`src/rtl/irq_ctrl_pkg.sv`:
```
package irq_ctrl_pkg;

    localparam int unsigned IRQ_LEVELS_DEFAULT = 8;

    typedef enum logic [1:0] {
        GIE_HOLD  = 2'd0,
        GIE_SET   = 2'd1,
        GIE_CLEAR = 2'd2
    } gie_op_e;

endpackage

```
`src/rtl/irq_req_reg.sv`:
```
module irq_req_reg #(
    parameter int unsigned LEVELS = 8
) (
    input  logic              clk,
    input  logic              rst_n,
    input  logic [LEVELS-1:0] hw_set,
    input  logic              wr_en,
    input  logic [LEVELS-1:0] wr_data,
    input  logic [LEVELS-1:0] ack_clr,
    output logic [LEVELS-1:0] req_q
);

    typedef struct packed {
        logic [LEVELS-1:0] req;
    } req_state_t;

    req_state_t        state_d, state_q;
    logic [LEVELS-1:0] bit_d;

    // Per level: software write first, then hardware set, then acknowledge clear.
    for (genvar i = 0; i < LEVELS; i++) begin : g_bit
        always_comb begin
            if (wr_en) begin
                bit_d[i] = wr_data[i];
            end else if (hw_set[i]) begin
                bit_d[i] = 1'b1;
            end else begin
                bit_d[i] = state_q.req[i] & ~ack_clr[i];
            end
        end
    end

    always_comb begin
        state_d     = state_q;
        state_d.req = bit_d;
    end

    always_ff @(posedge clk) begin
        if (!rst_n) begin
            state_q <= '0;
        end else begin
            state_q <= state_d;
        end
    end

    assign req_q = state_q.req;

    // a written value lands unchanged whatever else happens that cycle
    p_sw_wins_r3: assert property (@(posedge clk) disable iff (!rst_n)
        wr_en |=> (req_q == $past(wr_data)));

    // every hardware pulse is visible next cycle when software stays out
    p_hw_set_r1: assert property (@(posedge clk) disable iff (!rst_n)
        !wr_en |=> ((req_q & $past(hw_set)) == $past(hw_set)));

    // with no event at all the register holds
    p_hold_r2: assert property (@(posedge clk) disable iff (!rst_n)
        (!wr_en && (hw_set == '0) && (ack_clr == '0)) |=> $stable(req_q));

endmodule

```
`src/rtl/irq_enable_ctrl.sv`:
```
module irq_enable_ctrl
    import irq_ctrl_pkg::*;
#(
    parameter int unsigned LEVELS = 8
) (
    input  logic              clk,
    input  logic              rst_n,
    input  logic              mask_wr_en,
    input  logic [LEVELS-1:0] mask_wr_data,
    input  logic              ei_stb,
    input  logic              di_stb,
    input  logic              iret_stb,
    input  logic              ack_taken,
    output logic [LEVELS-1:0] mask_q,
    output logic              gie_q
);

    typedef struct packed {
        logic [LEVELS-1:0] mask;
        logic              gie;
    } en_state_t;

    en_state_t state_d, state_q;
    gie_op_e   gie_op;

    always_comb begin
        if (di_stb || ack_taken) begin
            gie_op = GIE_CLEAR;
        end else if (ei_stb || iret_stb) begin
            gie_op = GIE_SET;
        end else begin
            gie_op = GIE_HOLD;
        end
    end

    always_comb begin
        state_d = state_q;
        if (mask_wr_en) begin
            state_d.mask = mask_wr_data;
        end
        case (gie_op)
            GIE_SET:   state_d.gie = 1'b1;
            GIE_CLEAR: state_d.gie = 1'b0;
            default:   state_d.gie = state_q.gie;
        endcase
    end

    always_ff @(posedge clk) begin
        if (!rst_n) begin
            state_q <= '0;
        end else begin
            state_q <= state_d;
        end
    end

    assign mask_q = state_q.mask;
    assign gie_q  = state_q.gie;

    p_mask_write_r4: assert property (@(posedge clk) disable iff (!rst_n)
        mask_wr_en |=> (mask_q == $past(mask_wr_data)));

    p_mask_hold_r4: assert property (@(posedge clk) disable iff (!rst_n)
        !mask_wr_en |=> $stable(mask_q));

    p_di_clears_r9: assert property (@(posedge clk) disable iff (!rst_n)
        di_stb |=> !gie_q);

    p_set_r9: assert property (@(posedge clk) disable iff (!rst_n)
        ((ei_stb || iret_stb) && !di_stb && !ack_taken) |=> gie_q);

    p_ack_drops_gie_r7: assert property (@(posedge clk) disable iff (!rst_n)
        ack_taken |=> !gie_q);

endmodule

```
`src/rtl/irq_prio_enc.sv`:
```
module irq_prio_enc #(
    parameter int unsigned LEVELS = 8,
    parameter int unsigned IDX_W  = 3
) (
    input  logic              clk,
    input  logic              rst_n,
    input  logic [LEVELS-1:0] eligible,
    output logic              any,
    output logic [LEVELS-1:0] sel_onehot,
    output logic [IDX_W-1:0]  sel_index
);

    // blocked[i] is high when some level below i is eligible
    logic [LEVELS:0] blocked;

    assign blocked[0] = 1'b0;

    for (genvar i = 0; i < LEVELS; i++) begin : g_chain
        assign blocked[i+1]  = blocked[i] | eligible[i];
        assign sel_onehot[i] = eligible[i] & ~blocked[i];
    end

    assign any = blocked[LEVELS];

    always_comb begin
        sel_index = '0;
        for (int i = 0; i < LEVELS; i++) begin
            if (sel_onehot[i]) begin
                sel_index = sel_index | IDX_W'(i);
            end
        end
    end

    // at most one level is chosen, and it is eligible
    p_onehot_r6: assert property (@(posedge clk) disable iff (!rst_n)
        $onehot0(sel_onehot) && ((sel_onehot & ~eligible) == '0));

    // nothing eligible sits below the chosen level
    p_lowest_wins_r6: assert property (@(posedge clk) disable iff (!rst_n)
        any |-> ((eligible & (sel_onehot - 1'b1)) == '0));

    p_any_r6: assert property (@(posedge clk) disable iff (!rst_n)
        any |-> ($countones(sel_onehot) == 1));

endmodule

```
`src/rtl/irq_ctrl.sv`:
```
module irq_ctrl
    import irq_ctrl_pkg::*;
#(
    parameter int unsigned LEVELS = IRQ_LEVELS_DEFAULT,
    localparam int unsigned IDX_W = (LEVELS > 1) ? $clog2(LEVELS) : 1
) (
    input  logic              clk,
    input  logic              rst_n,
    input  logic [LEVELS-1:0] hw_set,
    input  logic              req_wr_en,
    input  logic [LEVELS-1:0] req_wr_data,
    output logic [LEVELS-1:0] req_rd_data,
    input  logic              mask_wr_en,
    input  logic [LEVELS-1:0] mask_wr_data,
    output logic [LEVELS-1:0] mask_rd_data,
    input  logic              ei_stb,
    input  logic              di_stb,
    input  logic              iret_stb,
    input  logic              ack,
    output logic              irq_pending,
    output logic [IDX_W-1:0]  irq_vector,
    output logic              gie
);

    logic [LEVELS-1:0] req_q;
    logic [LEVELS-1:0] mask_q;
    logic              gie_q;
    logic [LEVELS-1:0] eligible;
    logic              any_eligible;
    logic [LEVELS-1:0] sel_onehot;
    logic [IDX_W-1:0]  sel_index;
    logic              ack_taken;
    logic [LEVELS-1:0] ack_clr;

    irq_req_reg #(.LEVELS(LEVELS)) u_req (
        .clk     (clk),
        .rst_n   (rst_n),
        .hw_set  (hw_set),
        .wr_en   (req_wr_en),
        .wr_data (req_wr_data),
        .ack_clr (ack_clr),
        .req_q   (req_q)
    );

    irq_enable_ctrl #(.LEVELS(LEVELS)) u_en (
        .clk          (clk),
        .rst_n        (rst_n),
        .mask_wr_en   (mask_wr_en),
        .mask_wr_data (mask_wr_data),
        .ei_stb       (ei_stb),
        .di_stb       (di_stb),
        .iret_stb     (iret_stb),
        .ack_taken    (ack_taken),
        .mask_q       (mask_q),
        .gie_q        (gie_q)
    );

    assign eligible = req_q & mask_q;

    irq_prio_enc #(.LEVELS(LEVELS), .IDX_W(IDX_W)) u_enc (
        .clk        (clk),
        .rst_n      (rst_n),
        .eligible   (eligible),
        .any        (any_eligible),
        .sel_onehot (sel_onehot),
        .sel_index  (sel_index)
    );

    assign irq_pending  = gie_q & any_eligible;
    assign ack_taken    = ack & irq_pending;
    assign ack_clr      = ack_taken ? sel_onehot : '0;
    assign irq_vector   = sel_index;
    assign req_rd_data  = req_q;
    assign mask_rd_data = mask_q;
    assign gie          = gie_q;

    // the served level is gone next cycle unless software or hardware refills it
    p_ack_clears_r7: assert property (@(posedge clk) disable iff (!rst_n)
        (ack && irq_pending && !req_wr_en) |=>
            ((req_rd_data & $past(sel_onehot & ~hw_set)) == '0));

    // an acknowledge with nothing pending touches nothing
    p_ack_ignored_r7: assert property (@(posedge clk) disable iff (!rst_n)
        (ack && !irq_pending && !req_wr_en) |=>
            (req_rd_data == ($past(req_rd_data) | $past(hw_set))));

    // a same-cycle hardware pulse on the served level survives
    p_refill_r8: assert property (@(posedge clk) disable iff (!rst_n)
        (ack && irq_pending && !req_wr_en) |=>
            ((req_rd_data & $past(sel_onehot & hw_set)) == $past(sel_onehot & hw_set)));

    // pending implies the core is allowed to take it
    p_pending_gated_r5: assert property (@(posedge clk) disable iff (!rst_n)
        irq_pending |-> (gie && ((req_rd_data & mask_rd_data) != '0)));

endmodule

```
`config.mk`:
```
export PLATFORM = sky130hd
export DESIGN_NAME = irq_ctrl
export DESIGN_NICKNAME = d
export VERILOG_FILES = /design/src/rtl/irq_ctrl_pkg.sv /design/src/rtl/irq_req_reg.sv /design/src/rtl/irq_enable_ctrl.sv /design/src/rtl/irq_prio_enc.sv /design/src/rtl/irq_ctrl.sv
export SDC_FILE = /design/constraint.sdc
export NUM_CORES = 1
export LEC_CHECK = 0
export BUFFER_PORTS_ARGS = -buffer_cell sky130_fd_sc_hd__clkbuf_2
export CORE_MARGIN = 8
export CORE_UTILIZATION = 43
export DETAILED_ROUTE_END_ITERATION = 10
export PLACE_DENSITY = 0.83
export REMOVE_ABC_BUFFERS = 1
export SYNTH_ARGS = -nofsm -noshare
export SYNTH_HDL_FRONTEND = slang
export SYNTH_HIERARCHICAL = 1
export SYNTH_SLANG_ARGS = --single-unit
```
`constraint.sdc`:
```
create_clock -name clk -period 2.5 [get_ports clk]
set_input_delay 0.375 -clock clk [delete_from_list [all_inputs] [get_ports clk]]
set_output_delay 0.375 -clock clk [all_outputs]
set_load 0.02 [all_outputs]
```
==> parameters.txt, run 1 <==
Parameter                              Value

Drt
  DRC violation count after routing    0
  Violation count after the first detailed-routing iteration    63
  M1 wire length    roughly 1.2 mm
  Total length of routed met2 wires    1.44 mm
  Met3 Routed Length    between 200 and 300 µm
  Top layer reached by signal wires    met4
  Antenna-violating nets left    0
  Post-Route WL    roughly 2.9 mm
  Average vias per placed instance    between 5 and 6
  Average detailed-routed wire length per instance    around 16 µm
  Vias    roughly 970
  First-pass iteration count of the detailed router    4

Global routing
  Congestion Overflow GR    0
  Initial antenna violation count    0
  Wire length of the first global-routing pass    ~4.5 mm
  Overall Global Routing Usage    approximately an eighth
  Pin count of the biggest net entering global routing    18
  Via count of the first global-routing pass    1000

Floorplanning
  Die span in x    between 60 and 70 µm
  FP Rows    17
  Die Span Y    approximately 64 µm
  Area of the die    slightly above 0.004 mm²
  Floorplan core area    0.00219 mm²
  IO Count    53
  Initial Utilization    between 40 and 50%

STA
  Headroom to the max-slew limit    roughly four fifths
  Final-report hold violation count    0
  Setup violation total in the final timing report    0
  Achievable Freq    approximately 0.41 GHz
  Count of final max-slew check failures    0
  Period utilisation layout    97.3%
  Period minus WS final    ~2.4 ns
  Worst clock skew on the final layout    approximately 0.0035 ns
  Slew at the pin closest to its max-slew limit    ~0.33 ns

Synthesis
  Top post-synthesis cells by count    dfxtp_1, nor2b_1, and2_1
  Top cell type's share of synthesized area    34.7%
  EDFF count, synth    0
  Largest family of logic cells by synthesized area    simple AND/OR/NAND/NOR gates
  Arithmetic-cell share of the synthesized area counting full adders, half adders and majority gates    0%
  Xor/xnor cell area share of the yosys netlist    0%
  Biggest area consumer among synthesized cells    dfxtp_1
  Sequential area share after synthesis    roughly a third
  Primary flip-flop cell chosen by synthesis mapping    dfxtp_1
  Post-synthesis mux area share    approximately 8.2%
  Mean post-synth cell area    ~9.4 µm²
  Fraction of the mapped netlist area in compound gates    roughly 12%
  Share of synthesized flip-flops with an asynchronous set or reset    0%
  Post-Synth Simple-Gate Area    approximately two fifths
  Cells taking the most area after synthesis    dfxtp_1, nor2b_1, mux2i_1, o311a_1, and4_1
  Number of synthesized register bits    17
  Cells after Synth    between 100 and 150
  Total of warnings raised by yosys    6
  Area of the mapped netlist    about 980 µm²
  Yosys cell types    27

Power
  Worst IR drop on VDD    roughly 0.00024 V
  Total chip power    626 µW
  Leakage    0.654 nW
  Ratio of total power to cell area    482 mW/mm²

Layout
  End-of-flow core utilization    around 60%
  Non-Filler Instances    roughly 190
  Ratio of cells with drive above 1 in the final layout    between 40% and 50%
  Fill cell instance count of the final layout    just under 200
  Growth of design area from synthesis to finish    32.6%
  Net count reported at finish    between 150 and 200
  ANT cells    0

Worst setup path
  Sort of element at the end of the critical path    output pin
  Worst R2R Path Depth    7
  Maximum fanout along the worst path    7
  Data arrival time of the critical path    roughly 2.1 ns
  CP Class    reg -> out
  Crit start category    flop
  Critical path data required time    2.12 ns

Clocking
  Number of levels in the clock H-tree    1
  Hold buffer count at cts    0
  Root Driver    clkbuf_4
  Worst-Skew Late Latency    0.28 ns
  Clock net sink count    17
  Clock Pin Slew Worst Setup and Hold Paths    roughly 0.10 ns
  Maximum root-to-sink buffer count    2
  Number of buffers created by CTS    3
  CTS tree    yes

Hold path
  Hold WC Path Type    in -> reg
  Hold Crit Depth    2

Place
  Half-perimeter wire length of the detailed placement result    between 2 and 2.5 mm
  Post-Place Cells    180
  Last weighted congestion value of the routability-driven placer    between 0.8 and 0.9
  Number of buffers added on ports    52

Run status
  Result of the run    complete, no violations

Flow run
  Number of maximum-capacitance constraint violations    0
-- cells by family after synthesis --
| family | after synthesis |
|---|---|
| buffers and inverters | 7 |
| DFF | 17 |
| AOI/OAI and AO/OA | 14 |
| and+or+nand+nor | 58 |
| muxes | 8 |
-- metrics by stage --
| stage | setup WS, ns | hold slack [ns] | TNS [ns] | cell area [µm²] |
|---|---|---|---|---|
| floorplan | 0.457 | 0.454 | 0 | 946 |
| global placement | 0.392 | 0.512 | 0 | 1240 |
| detailed placement | 0.310 | 0.534 | 0 | 1240 |
| CTS | 0.0305 | 0.234 | 0 | 1270 |
| global route | -0.0177 | 0.230 | -0.0177 | 1300 |
| finish | 0.0684 | 0.240 | 0 | 1300 |
-- registers in the layout, summed over array words and instances (netlist names) --
| name | flops |
|---|---|
| u_en/mask_q | 8 |
| u_req/req_q | 8 |
| u_en/gie_q | 1 |
-- worst max-delay path, stage by stage (launching register included) --
cell	delay (ns)
dfxtp_1	0.33
and2_1	0.23
or4_4	0.55
nor3_4	0.24
nand2_4	0.09
and2_2	0.17
clkbuf_2	0.15
-- metal layers --
metal | GRT usage, % | up-vias
li1 | - | 482
met1 | 14.5 | 439
met2 | 23.4 | 47
met3 | 4.18 | 4
met4 | 4.46 | 0
met5 | 0 | -
-- worst paths after layout --
kind / start / end / slack (ns)
setup / recovery: u_req/req_q[0] / irq_pending / 0.07
hold / removal: di_stb / u_en/gie_q / 0.24
setup reg to reg: u_req/req_q[0] / u_req/req_q[7] / 0.27
hold reg to reg: u_en/mask_q[0] / u_en/mask_q[0] / 0.55
-- repair_timing --
item | 4_1_cts | 5_1_grt
pin swaps | 0 | 2
cloned | 0 | 0
gates resized for setup | 1 | 3
buffers inserted | 0 | 2
endpoints found under the setup margin | 1 | 1
-- where the power goes --
part           switching, mW  internal [mW]
Combinational         0.0949         0.0800
Clock                 0.0867         0.0619
Sequential            0.0134          0.289
Total                  0.195          0.431
-- cell type report --
cell class                 count  area, µm²  share of cell area (%)
tap                           28       35.0                    2.70
multi-input combinational     80        611                    47.0
sequential                    17        340                    26.2
inverter                       3       11.3                   0.867
clock buffer                   4       26.3                    2.02
timing repair buffer          54        275                    21.2
-- layout by cell type, fill, tap and decap left out, types with 3 or more instances in the layout --
master     n
mux2i_1    8
or2b_1     6
o311a_1    8
nor2b_1   17
dfxtp_1   17
clkbuf_2  52
nor2_1     5
inv_1      3
and2_1     8
clkbuf_4   3
and4_1     8
(Power assumes the default switching activity.)
==> inputs of run 2 (changes only) <==
--- a/config.mk
+++ b/config.mk
@@ -10,6 +10,7 @@
 export CORE_UTILIZATION = 43
 export DETAILED_ROUTE_END_ITERATION = 10
 export PLACE_DENSITY = 0.83
+export RECOVER_POWER = 50
 export REMOVE_ABC_BUFFERS = 1
 export SYNTH_ARGS = -nofsm -noshare
 export SYNTH_HDL_FRONTEND = slang
==> run 2 against run 1 <==
Against the previous run:
- flip-flop and latch count unchanged
- wire length increased by 0.41%
- global-route usage unchanged
- critical endpoint unchanged
==> parameters.txt, run 2 (same netlist as run 1, synthesis figures left out) <==
Parameter                              Value

STA
  Period minus WS final    roughly 2.4 ns
  Count of final max-slew check failures    0
  Headroom to the max-slew limit    between 50% and 60%
  Setup violation total in the final timing report    0
  Final-report hold violation count    0
  Slew at the pin closest to its max-slew limit    0.630 ns
  Final worst-path setup slack    0.0675 ns
  Worst clock skew on the final layout    0.00331 ns
  Achievable Freq    between 0.4 and 0.5 GHz
  Period utilisation layout    between 90 and 100%
  Hold WS    0.241 ns

Drt
  First-pass iteration count of the detailed router    4
  Antenna-violating nets left    0
  Violation count after the first detailed-routing iteration    between 60 and 70
  Average vias per placed instance    roughly 5.2
  Vias    roughly 1000
  DRC violation count after routing    0
  Post-Route WL    around 3 mm
  Average detailed-routed wire length per instance    15.7 µm

Floorplanning
  FP Rows    17
  Area of the die    ~0.0041 mm²
  Die span in x    63.7 µm
  Die Span Y    approximately 64 µm
  Initial Utilization    between 40 and 50%
  Floorplan core area    around 0.0022 mm²
  IO Count    53

Global routing
  Initial antenna violation count    0
  Overall Global Routing Usage    a little over an eighth
  Congestion Overflow GR    0
  Pin count of the biggest net entering global routing    18
  Via count of the first global-routing pass    1000
  Wire length of the first global-routing pass    approximately 4.5 mm

Power
  Ratio of total power to cell area    approximately 490 mW/mm²
  Leakage    about 0.62 nW
  Worst IR drop on VDD    0.000241 V

Place
  Pre-CTS setup slack    0.310 ns
  Half-perimeter wire length of the detailed placement result    between 2 and 2.5 mm
  Last weighted congestion value of the routability-driven placer    0.851
  Number of buffers added on ports    52

Worst setup path
  Crit path launch    u_req/req_q[0]
  Number of stages on the worst setup path    6
  Longest individual stage delay on the worst path    roughly 0.55 ns
  Maximum fanout along the worst path    7
  Worst flop-to-flop path endpoint    u_req/req_q[7]
  Crit-path slowest cell    or4_4
  Data arrival time of the critical path    roughly 2.1 ns
  Sort of element at the end of the critical path    output pin
  Crit Reg-Reg Startpoint    u_req/req_q[0]
  Register-to-register path setup slack    about 0.27 ns
  Top Family by Delay on Critical Path    simple AND/OR/NAND/NOR gates
  Worst R2R Path Depth    7
  Buf+Inv Stages, Crit Path    1
  Crit start category    flop
  Critical path data required time    ~2.1 ns
  CP Class    reg -> out
  Series of cell instances along the critical path    and2_1 > or4_4 > nor3_4 > nand2_4 > and2_2 > clkbuf_2

Clocking
  Clock net sink count    17
  Worst-Skew Late Latency    about 0.28 ns
  Hold buffer count at cts    0
  Number of levels in the clock H-tree    1
  Number of buffers created by CTS    3
  Maximum root-to-sink buffer count    2
  CTS tree    yes
  Root Driver    clkbuf_4
  Clock Pin Slew Worst Setup and Hold Paths    0.10 ns

Layout
  Most frequent standard cell in the layout excluding fill and tap cells    clkbuf_2
  Leading cell types in the layout, fill and taps excluded    clkbuf_2, nor2b_1, dfxtp_1
  End-of-flow core utilization    between 50% and 60%
  Ratio of cells with drive above 1 in the final layout    33.5%
  Growth of design area from synthesis to finish    31.2%
  ANT cells    0
  Net count reported at finish    191

Run status
  Result of the run    complete, no violations

Hold path
  Worst min-delay path endpoint    u_en/gie_q
  Hold Crit Depth    2
  Hold WC Path Type    in -> reg
  Hold_sp    di_stb

Flow run
  Number of maximum-capacitance constraint violations    0
## run 2: changes by cell type in the layout (fill, tap and decap cells not counted)
cell      before  now
clkbuf_2      52   41
clkbuf_1       1   12
## run 2: worst max path at each step
| stage | to | slack [ns] |
|---|---|---|
| final | irq_pending | 0.07 |
| after global routing | irq_pending | -0.02 |
| after CTS | irq_pending | 0.03 |
| after detailed placement | irq_pending | 0.31 |
| after global placement | irq_pending | 0.39 |
| after floorplan | u_req/req_q[7] | 0.46 |
## run 2: layout make-up
| type | count | area [µm²] |
|---|---|---|
| Fill cell | 199 | 906 |
| Multi-Input combinational cell | 80 | 611 |
| Sequential cell | 17 | 340 |
| Timing Repair Buffer | 54 | 262 |
| Tap cell | 28 | 35.0 |
| Clock buffer | 4 | 26.3 |
| Inverter | 3 | 11.3 |
## run 2: power breakdown
group	internal [mW]	switching [mW]	leakage, nW
clock	0.0619	0.0865	0.0150
combinational	0.0771	0.0952	0.463
sequential	0.289	0.0134	0.141
total	0.428	0.195	0.619
## run 2: routing by layer
| layer | up-vias | share of wire (%) | wire [µm] | track usage [%] |
|---|---|---|---|---|
| li1 | 481 | - | - | - |
| met1 | 440 | 40 | 1170 | 14.5 |
| met2 | 49 | 49 | 1440 | 23.4 |
| met3 | 4 | 9.1 | 266 | 4.18 |
| met4 | 0 | 1.4 | 42 | 4.46 |
| met5 | - | 0 | 0 | 0 |
## run 2: repair_timing
item                       CTS  global route
buffers inserted             0             2
hold endpoints to repair     0             0
cloned                       0             0
resized for setup            1             3
pin swaps                    0             2
setup endpoints to repair    1             1
## run 2: stage by stage
step | instance area [µm²] | std cells | TNS [ns] | power, mW
CTS | 1270 | 184 | 0 | 0.616
global placement | 1240 | 180 | 0 | 0.463
detailed placement | 1240 | 180 | 0 | 0.470
global route | 1280 | 186 | -0.0179 | 0.652
finish | 1280 | 186 | 0 | 0.623
floorplan | 946 | 100 | 0 | 0.397
==> inputs of run 3 (changes only) <==
--- a/config.mk
+++ b/config.mk
@@ -6,7 +6,7 @@
 export NUM_CORES = 1
 export LEC_CHECK = 0
 export BUFFER_PORTS_ARGS = -buffer_cell sky130_fd_sc_hd__clkbuf_2
-export CORE_MARGIN = 8
+export CORE_MARGIN = 5
 export CORE_UTILIZATION = 43
 export DETAILED_ROUTE_END_ITERATION = 10
 export PLACE_DENSITY = 0.83
==> run 3 against run 2 <==
Against the previous run:
- via count increased by 3.1%
- critical endpoint unchanged
- sequential power about the same
- maximum frequency rose by 1.4%
==> parameters.txt, run 3 (same netlist as run 1, synthesis figures left out) <==
Parameter                              Value

Run status
  Result of the run    complete, no violations

Layout
  Net count reported at finish    192
  Ratio of cells with drive above 1 in the final layout    between 30% and 40%
  Growth of design area from synthesis to finish    31.0%
  Most frequent standard cell in the layout excluding fill and tap cells    clkbuf_2
  Post-route design area    between 0.001 and 0.0015 mm²
  Leading cell types in the layout, fill and taps excluded    clkbuf_2, nor2b_1, dfxtp_1
  ANT cells    0
  Non-Filler Instances    around 190

STA
  Count of final max-slew check failures    0
  Achievable Freq    ~0.42 GHz
  Period minus WS final    about 2.4 ns
  RSZ-0062 raised after global routing    false
  Worst clock skew on the final layout    between 0.003 and 0.004 ns
  Setup violation total in the final timing report    0
  Period utilisation layout    a little over nine tenths
  Slew at the pin closest to its max-slew limit    0.641 ns
  Total negative slack    0 ns
  Final-report hold violation count    0
  Headroom to the max-slew limit    between 50% and 60%

Global routing
  Overall Global Routing Usage    ~16%
  Initial antenna violation count    0
  Pin count of the biggest net entering global routing    18
  Via count of the first global-routing pass    ~980
  Congestion Overflow GR    0
  Wire length of the first global-routing pass    4.19 mm

Power
  Total chip power    roughly 620 µW
  Ratio of total power to cell area    slightly below 500 mW/mm²
  Worst IR drop on VDD    ~0.00025 V
  Leakage    0.618 nW

Place
  Number of buffers added on ports    52
  Post-Place Cells    180
  Total placed instance area    0.00124 mm²
  Last weighted congestion value of the routability-driven placer    0.796
  Half-perimeter wire length of the detailed placement result    between 2 and 2.5 mm

Clocking
  Hold buffer count at cts    0
  Maximum root-to-sink buffer count    2
  Clock Pin Slew Worst Setup and Hold Paths    around 0.10 ns
  Number of buffers created by CTS    3
  Root Driver    clkbuf_4
  CTS tree    yes
  Worst-Skew Late Latency    0.29 ns
  Clock net sink count    17
  Number of levels in the clock H-tree    1

Floorplanning
  Die span in x    ~58 µm
  Die Span Y    about 58 µm
  IO Count    53
  FP Rows    17
  Area of the die    0.00333 mm²
  Initial Utilization    approximately 45%
  Floorplan core area    0.00219 mm²

Worst setup path
  Register-to-register path setup slack    approximately 0.38 ns
  Maximum fanout along the worst path    7
  CP Class    reg -> out
  Critical path data required time    about 2.1 ns
  Crit start category    flop
  Sort of element at the end of the critical path    output pin
  Data arrival time of the critical path    approximately 2 ns

Flow run
  Number of maximum-capacitance constraint violations    0

Drt
  Violation count after the first detailed-routing iteration    20
  First-pass iteration count of the detailed router    4
  DRC violation count after routing    0
  Average detailed-routed wire length per instance    between 10 and 15 µm
  Average vias per placed instance    5.37
  Post-Route WL    about 2.7 mm
  Antenna-violating nets left    0
  Vias    roughly 1000

Hold path
  Hold WC Path Type    in -> reg
==> run 3: changes by cell type in the layout (fill, tap and decap cells not counted), sizes merged <==
cell and change:
buf +1
==> run 3: worst max-delay path: stages, from the launching register on <==
cell,delay (ns)
dfxtp_1,0.33
and2_1,0.23
or4_4,0.58
nor3_4,0.16
nand2_2,0.11
and2_2,0.18
clkbuf_2,0.15
==> run 3: per-stage QoR <==
step	setup slack (ns)	hold slack, ns	util, %
3_5_place_dp	0.334	0.530	56.7
3_3_place_gp	0.383	0.511	56.7
6_report	0.101	0.240	58.6
2_1_floorplan	0.457	0.454	-
4_1_cts	0.0440	0.231	58.0
5_1_grt	0.0227	0.228	58.6
==> run 3: worst paths after layout <==
kind	startpoint	cells after the start	end
max reg2reg	u_req/req_q[0]	7	u_req/req_q[7]
max	u_req/req_q[0]	6	irq_pending
min reg2reg	u_en/mask_q[4]	2	u_en/mask_q[4]
min	di_stb	2	u_en/gie_q
==> run 3: power by group <==
group          internal, mW  leakage (nW)  switching [mW]  total [mW]
combinational        0.0785         0.461          0.0938       0.172
sequential            0.289         0.141          0.0134       0.303
clock                0.0620        0.0150          0.0842       0.146
total                 0.430         0.618           0.191       0.621
==> run 3: cell type report <==
type	instances	area (µm²)
Fill cell	207	907
Clock buffer	4	26.3
Multi-Input combinational cell	80	603
Timing Repair Buffer	55	268
Tap cell	28	35.0
Sequential cell	17	340
Inverter	3	11.3
==> run 3: timing repair <==
action,in CTS,in global routing
pin swaps,0,1
endpoints found under the setup margin,1,1
cloned,0,0
setup buffers,0,3
gates resized for setup,1,1
==> run 3: routing by layer <==
metal | vias up | routed length [µm] | global-route usage, %
met5 | - | 0 | 0
met4 | 0 | 46 | 7.95
met3 | 4 | 236 | 4.01
met2 | 41 | 1340 | 28.9
met1 | 473 | 1090 | 17.1
li1 | 486 | - | -
